**src/rtl/cwd_pkg.sv**
```systemverilog
package cwd_pkg;

  localparam int OPT_VALID  = 0;
  localparam int OPT_WPROT  = 1;
  localparam int OPT_SLOTB  = 2;
  localparam int OPT_TYPE_LO = 3;
  localparam int OPT_PORT16 = 6;
  localparam int OPT_LEN_LO = 7;
  localparam int OPT_SETUP_LO = 12;
  localparam int OPT_HOLD_LO = 16;
  localparam int OPT_SIZE_LO = 27;

  localparam int SETUP_W = 4;
  localparam int LEN_W   = 5;
  localparam int HOLD_W  = 4;
  localparam int CNT_W   = 5;
  localparam int SIZE_W  = 5;
  localparam int SPACE_W = 3;

  typedef enum logic [2:0] {
    PH_IDLE, PH_SETUP, PH_STROBE, PH_HOLD, PH_DONE
  } phase_t;

  typedef struct packed {
    logic capture;
  } ctl_t;

  typedef struct packed {
    logic              anyHit;
    logic              blocked;
    logic [SETUP_W-1:0] setup;
    logic [LEN_W-1:0]   len;
    logic [HOLD_W-1:0]  hold;
  } dec_t;

  typedef struct packed {
    phase_t           ph;
    logic [CNT_W-1:0] cnt;
  } step_t;

  function automatic logic [SIZE_W-1:0] gray2bin(input logic [SIZE_W-1:0] g);
    logic [SIZE_W-1:0] b;
    b[SIZE_W-1] = g[SIZE_W-1];
    for (int i = SIZE_W-2; i >= 0; i--) b[i] = b[i+1] ^ g[i];
    return b;
  endfunction

endpackage

```
**src/rtl/cwd_datapath.sv**
```systemverilog
module cwd_datapath
  import cwd_pkg::*;
#(
  parameter int NUM_WIN = 8,
  parameter int DATA_W  = 32,
  parameter int CARD_AW = 26,
  localparam int IDX_W  = $clog2(NUM_WIN)
) (
  input  logic                clk,
  input  logic                rstN,
  input  logic                regWrEn,
  input  logic [IDX_W-1:0]    regSel,
  input  logic                regIsOpt,
  input  logic [DATA_W-1:0]   regWrData,
  output logic [DATA_W-1:0]   regRdData,
  input  logic [DATA_W-1:0]   accAddr,
  input  logic                accWrite,
  input  logic [SPACE_W-1:0]  accSpace,
  input  ctl_t                ctl,
  output dec_t                dec,
  output logic [IDX_W-1:0]    hitIdx,
  output logic [CARD_AW-1:0]  cardAddr,
  output logic [SPACE_W-1:0]  cardSpace,
  output logic                cardWrite,
  output logic                slotB,
  output logic                port16
);

  localparam int MAX_LOG2 = CARD_AW;

  logic [DATA_W-1:0] baseReg [NUM_WIN];
  logic [DATA_W-1:0] optReg  [NUM_WIN];
  logic [NUM_WIN-1:0] hitVec;
  logic [IDX_W-1:0]   winIdx;

  always_ff @(posedge clk or negedge rstN) begin
    if (!rstN) begin
      for (int w = 0; w < NUM_WIN; w++) begin
        baseReg[w] <= '0;
        optReg[w]  <= '0;
      end
    end else if (regWrEn) begin
      if (regIsOpt) optReg[regSel]  <= regWrData;
      else          baseReg[regSel] <= regWrData;
    end
  end

  assign regRdData = regIsOpt ? optReg[regSel] : baseReg[regSel];

  for (genvar w = 0; w < NUM_WIN; w++) begin : genWin
    logic [SIZE_W-1:0] sizeLog;
    logic [DATA_W:0]   winEnd;
    logic              inRange;
    assign sizeLog = gray2bin(optReg[w][OPT_SIZE_LO +: SIZE_W]);
    assign winEnd  = {1'b0, baseReg[w]} + ({{DATA_W{1'b0}}, 1'b1} << sizeLog);
    assign inRange = (accAddr >= baseReg[w]) && ({1'b0, accAddr} < winEnd);
    assign hitVec[w] = optReg[w][OPT_VALID]
                     && (int'(sizeLog) <= MAX_LOG2)
                     && inRange
                     && (optReg[w][OPT_TYPE_LO +: SPACE_W] == accSpace);
  end

  always_comb begin
    winIdx = '0;
    for (int w = NUM_WIN-1; w >= 0; w--) begin
      if (hitVec[w]) winIdx = IDX_W'(w);
    end
  end

  always_comb begin
    dec.anyHit  = |hitVec;
    dec.blocked = accWrite && optReg[winIdx][OPT_WPROT];
    dec.setup   = optReg[winIdx][OPT_SETUP_LO +: SETUP_W];
    dec.len     = optReg[winIdx][OPT_LEN_LO +: LEN_W];
    dec.hold    = optReg[winIdx][OPT_HOLD_LO +: HOLD_W];
  end

  always_ff @(posedge clk or negedge rstN) begin
    if (!rstN) begin
      hitIdx    <= '0;
      cardAddr  <= '0;
      cardSpace <= '0;
      cardWrite <= 1'b0;
      slotB     <= 1'b0;
      port16    <= 1'b0;
    end else if (ctl.capture) begin
      hitIdx    <= winIdx;
      cardAddr  <= accAddr[CARD_AW-1:0];
      cardSpace <= optReg[winIdx][OPT_TYPE_LO +: SPACE_W];
      cardWrite <= accWrite;
      slotB     <= optReg[winIdx][OPT_SLOTB];
      port16    <= optReg[winIdx][OPT_PORT16];
    end
  end

endmodule

```
**src/rtl/cwd_control.sv**
```systemverilog
module cwd_control
  import cwd_pkg::*;
(
  input  logic clk,
  input  logic rstN,
  input  logic accValid,
  input  dec_t dec,
  output ctl_t ctl,
  output logic busy,
  output logic strobe,
  output logic done,
  output logic noHit,
  output logic protErr
);

  phase_t            phase;
  logic [CNT_W-1:0]  cnt;
  logic [LEN_W-1:0]  lenQ;
  logic [HOLD_W-1:0] holdQ;
  step_t             nxt;
  logic              accept;

  function automatic step_t pickStep(input phase_t from,
                                     input logic [SETUP_W-1:0] s,
                                     input logic [LEN_W-1:0] l,
                                     input logic [HOLD_W-1:0] h);
    step_t r;
    r.ph  = PH_DONE;
    r.cnt = '0;
    if (from == PH_IDLE && s != '0) begin
      r.ph  = PH_SETUP;
      r.cnt = CNT_W'(s) - 1'b1;
    end else if ((from == PH_IDLE || from == PH_SETUP) && l != '0) begin
      r.ph  = PH_STROBE;
      r.cnt = CNT_W'(l) - 1'b1;
    end else if (from != PH_HOLD && h != '0) begin
      r.ph  = PH_HOLD;
      r.cnt = CNT_W'(h) - 1'b1;
    end
    return r;
  endfunction

  assign accept      = (phase == PH_IDLE) && accValid;
  assign ctl.capture = accept && dec.anyHit && !dec.blocked;

  always_comb begin
    if (phase == PH_IDLE) nxt = pickStep(PH_IDLE, dec.setup, dec.len, dec.hold);
    else                  nxt = pickStep(phase, '0, lenQ, holdQ);
  end

  always_ff @(posedge clk or negedge rstN) begin
    if (!rstN) begin
      phase   <= PH_IDLE;
      cnt     <= '0;
      lenQ    <= '0;
      holdQ   <= '0;
      noHit   <= 1'b0;
      protErr <= 1'b0;
    end else begin
      noHit   <= 1'b0;
      protErr <= 1'b0;
      case (phase)
        PH_IDLE: begin
          if (accept) begin
            if (!dec.anyHit) noHit <= 1'b1;
            else if (dec.blocked) protErr <= 1'b1;
            else begin
              lenQ  <= dec.len;
              holdQ <= dec.hold;
              phase <= nxt.ph;
              cnt   <= nxt.cnt;
            end
          end
        end
        PH_SETUP, PH_STROBE, PH_HOLD: begin
          if (cnt != '0) cnt <= cnt - 1'b1;
          else begin
            phase <= nxt.ph;
            cnt   <= nxt.cnt;
          end
        end
        default: phase <= PH_IDLE;
      endcase
    end
  end

  assign busy   = (phase != PH_IDLE);
  assign strobe = (phase == PH_STROBE);
  assign done   = (phase == PH_DONE);

endmodule

```
**src/rtl/card_window_decoder.sv**
```systemverilog
module card_window_decoder
  import cwd_pkg::*;
#(
  parameter int NUM_WIN = 8,
  parameter int DATA_W  = 32,
  parameter int CARD_AW = 26,
  localparam int IDX_W  = $clog2(NUM_WIN)
) (
  input  logic               clk,
  input  logic               rstN,
  input  logic               regWrEn,
  input  logic [IDX_W-1:0]   regSel,
  input  logic               regIsOpt,
  input  logic [DATA_W-1:0]  regWrData,
  output logic [DATA_W-1:0]  regRdData,
  input  logic               accValid,
  input  logic [DATA_W-1:0]  accAddr,
  input  logic               accWrite,
  input  logic [2:0]         accSpace,
  output logic               busy,
  output logic               noHit,
  output logic               protErr,
  output logic [IDX_W-1:0]   hitIdx,
  output logic [CARD_AW-1:0] cardAddr,
  output logic [2:0]         cardSpace,
  output logic               cardWrite,
  output logic               slotB,
  output logic               port16,
  output logic               strobe,
  output logic               done
);

  ctl_t ctl;
  dec_t dec;

  cwd_datapath #(.NUM_WIN(NUM_WIN), .DATA_W(DATA_W), .CARD_AW(CARD_AW)) dpath (
    .clk(clk), .rstN(rstN),
    .regWrEn(regWrEn), .regSel(regSel), .regIsOpt(regIsOpt),
    .regWrData(regWrData), .regRdData(regRdData),
    .accAddr(accAddr), .accWrite(accWrite), .accSpace(accSpace),
    .ctl(ctl), .dec(dec),
    .hitIdx(hitIdx), .cardAddr(cardAddr), .cardSpace(cardSpace),
    .cardWrite(cardWrite), .slotB(slotB), .port16(port16)
  );

  cwd_control ctrl (
    .clk(clk), .rstN(rstN), .accValid(accValid), .dec(dec), .ctl(ctl),
    .busy(busy), .strobe(strobe), .done(done), .noHit(noHit), .protErr(protErr)
  );

endmodule

```
**config.mk**
```make
export PLATFORM = sky130hd
export DESIGN_NAME = card_window_decoder
export DESIGN_NICKNAME = d
export VERILOG_FILES = /design/src/rtl/cwd_pkg.sv /design/src/rtl/cwd_datapath.sv /design/src/rtl/cwd_control.sv /design/src/rtl/card_window_decoder.sv
export SDC_FILE = /design/constraint.sdc
export NUM_CORES = 2
export LEC_CHECK = 0
export BUFFER_PORTS_ARGS = -buffer_cell sky130_fd_sc_hd__clkbuf_2
export CELL_PAD_IN_SITES_DETAIL_PLACEMENT = 0
export CELL_PAD_IN_SITES_GLOBAL_PLACEMENT = 2
export CORE_MARGIN = 4
export CORE_UTILIZATION = 41
export CTS_CLUSTER_SIZE = 24
export DETAILED_ROUTE_END_ITERATION = 10
export PLACE_DENSITY = 0.8
export SYNTH_ARGS = -nofsm -noshare
export SYNTH_HDL_FRONTEND = slang
export SYNTH_SLANG_ARGS = --single-unit
```
**constraint.sdc**
```tcl
create_clock -name clk -period 11.8 [get_ports clk]
set_input_delay 1.18 -clock clk [delete_from_list [all_inputs] [get_ports clk]]
set_output_delay 1.18 -clock clk [all_outputs]
set_load 0.005 [all_outputs]
```
==> metrics <==
via density per instance=6.25; post-synth top area cell=dfrtp_1; Die X-Extent=366 um; Setup TNS=0 ps; Final Hold Fails=0; global-route wire length before repair=339000 um; Pre-antenna DRT Iters=6; clock latency on the worst-skew pair=690 ps; part of the power in combinational logic=0.515; Multi-input gate area=36300 sq um; layout cells sized above 1=0.151; P per Cell Area=196 nW/um^2; P_int=6180 uW; Sequential Area=14200 sq um; register area share after synthesis=0.269; number of global-route vias before repair=45.1k; Synth area leaders=dfrtp_1, ha_1, mux2_2, o21ai_0, a21oi_1; Synth Instances=5909; Initial DRC Count=5100; Netlist Area Pre-Place=52700 sq um; Cell Rows=131; Leak=0.0275 uW; Fmax=90.5 MHz; TritonCTS clock tree=yes; die area=134000 sq um; Syn Area/Cell=8.91 sq um; fin nets=6905; Via Count=48.5k; Final Cycle Share=0.936; Initial Util=0.413; Worst Setup Start Kind=flip-flop; Placer Congestion=0.983; Final min period=11040 ps; initial antenna violation count=24; async set-reset flop share out of synthesis=1.00; clk slew on worst S/H paths=60 ps; H-tree Lvls=3; Post-synth top cells=ha_1, dfrtp_1, nor2_1, nand2_1, o21ai_0; final global-route overflow total=0; fill cell count=12.5k; sw power=5250 uW; Final ANT Viol Nets=0; Tot GR Track Use=0.348; most common cell in the netlist=ha_1; Post-route DRC=0; worst vdd ir=0.000174 V; Net Count, Synth=6783; pre-CTS WS=457 ps; relative max-transition margin=0.129; Max-Cap Viols=0; die height=366 um; Sw Ratio=0.459; wire per inst=31.1 um; pin count of the biggest net entering global routing=73; actual slew at the worst max-slew pin=1290 ps; WL final=241000 um; CP endpoint kind=flip-flop; Port Buffers=147; Max FO, Critical Path=9; area growth from synthesis to layout=10.6%; # IOs=148; Overall Power=11400 uW; CP Class=flip-flop to flip-flop; slowest CP cell=or3b_2; clock sink count=566; EDFF count, synth=0; worst setup margin=756 ps; Core Area=128000 sq um; cts bufs inserted=74; WP data arrival=11660 ps; status=completed; HPWL after DPL=180000 um; Ys Warns=0; maximum clock path buffer count=3; CP max stage delay=550 ps; post-synth top area share=0.269; Clock power frac=0.212; HP Class=input port to asynchronous set/reset pin; Max Slew Vio Count=0; RSZ-0062 raised after global routing=false; Setup violations, final=0; Reg power frac=0.273; WP data required=12420 ps; Synth cell types=98; predominant post-synthesis flop cell=dfrtp_1; root buf cell=clkbuf_16; #FFs+latches synth=566; Setup Skew=25.9 ps
[what timing repair did]
action / CTS / global route
gates resized for setup: 0 / 4
hold buffers: 0 / 0
buffers inserted: 0 / 4
endpoints found under the setup margin: 0 / 52
[metal layers]
layer,GRT usage,routed length [um],up-vias,part of all wire
met4,0.137,11700,12,0.048
met3,0.0720,22500,458,0.093
li1,-,-,21811,-
met2,0.518,101000,2239,0.42
met5,0,78,-,0.00032
met1,0.494,106000,23967,0.44
[worst paths after layout]
path,startpoint,endpoint,slack [ps],cells past startpoint
max,dpath.optReg[94],ctrl.phase[2],760,44
min,rstN,dpath.baseReg[123],470,1
max reg2reg,dpath.optReg[94],ctrl.phase[2],760,44
min reg2reg,dpath.cardSpace[1],dpath.cardSpace[1],480,2
max in group asynchronous,rstN,dpath.optReg[98],8980,3
min in group clk,dpath.cardSpace[1],dpath.cardSpace[1],480,2
[final cells by class]
class                           instances  area share
Sequential cell                       566       0.243
Antenna cell                            7    0.000301
Clock inverter                         37     0.00814
Clock buffer                           94      0.0351
Tap cell                             1662      0.0357
Timing Repair Buffer                  272      0.0300
Multi-Input combinational cell       4725       0.622
Inverter                              392      0.0253
[through the flow]
stage	util	area, sq um	hold slack [ps]	cells
6_report	0.457	58300	472	7755
5_1_grt	0.457	58200	483	7748
4_1_cts	0.456	58200	472	7743
3_5_place_dp	0.436	55700	473	7612
3_3_place_gp	0.436	55700	472	7612
2_1_floorplan	-	52700	471	5909
[placed cells by master (no fill, tap or decap), types with 24 or more instances in the layout]
| master | instances |
|---|---|
| a31oi_1 | 37 |
| o211ai_1 | 52 |
| a21oi_1 | 386 |
| and2_1 | 24 |
| o21bai_1 | 47 |
| xnor2_1 | 131 |
| ha_1 | 790 |
| clkbuf_16 | 74 |
| or3_1 | 49 |
| a211oi_1 | 65 |
| and3_1 | 27 |
| a22oi_1 | 54 |
| inv_1 | 389 |
| nand2b_1 | 70 |
| clkbuf_2 | 142 |
| mux4_2 | 25 |
| nand4_1 | 109 |
| xor2_1 | 116 |
| o21a_1 | 50 |
| nor3_1 | 77 |
| nor2_1 | 473 |
| buf_4 | 124 |
| o21ai_0 | 407 |
| nand3_1 | 101 |
| mux2i_1 | 115 |
| mux2_2 | 405 |
| a221oi_1 | 38 |
| dfrtp_1 | 566 |
| nand3b_1 | 27 |
| a21o_1 | 200 |
| nor2b_1 | 66 |
| nand2_1 | 448 |
[worst max-delay path: cells and delay by family (launching register included)]
family | cells | cell delay, ps
adders and majority gates | 6 | 1640
buffers and inverters | 6 | 610
AOI/OAI and AO/OA | 22 | 5140
and+or+nand+nor | 7 | 2390
DFF | 1 | 340
muxes | 2 | 740
xor gates and xnor gates | 1 | 90
[sequential cells by signal, indices dropped and copies added, names as in the netlist]
| register | flops |
|---|---|
| ctrl.lenQ | 5 |
| dpath.cardAddr | 26 |
| ctrl.noHit | 1 |
| ctrl.protErr | 1 |
| dpath.cardWrite | 1 |
| dpath.hitIdx | 3 |
| dpath.baseReg | 256 |
| dpath.port16 | 1 |
| dpath.genWin.sizeLog | 8 |
| dpath.optReg | 248 |
| ctrl.cnt | 5 |
| dpath.slotB | 1 |
| ctrl.phase | 3 |
| ctrl.holdQ | 4 |
| dpath.cardSpace | 3 |
[logic make-up after synthesis]
logic type | after synthesis | synth area share
AO/OA/AOI/OAI | 1564 | 0.192
AND/OR/NAND/NOR | 1555 | 0.139
adder cells (fa/ha/maj) | 798 | 0.191
buffers and inverters | 619 | 0.0457
flip-flops | 566 | 0.269
multiplexers | 560 | 0.123
XOR/XNOR | 247 | 0.0411
[power groups by stage]
stage	clock network, uW	logic [uW]	registers [uW]
floorplan	0	3970	2770
global route	2530	6460	3160
global placement	0	5670	3130
detailed placement	0	5720	3140
finish	2420	5880	3120
CTS	2450	5760	3100
No activity file was read; power rests on OpenSTA's default activity.
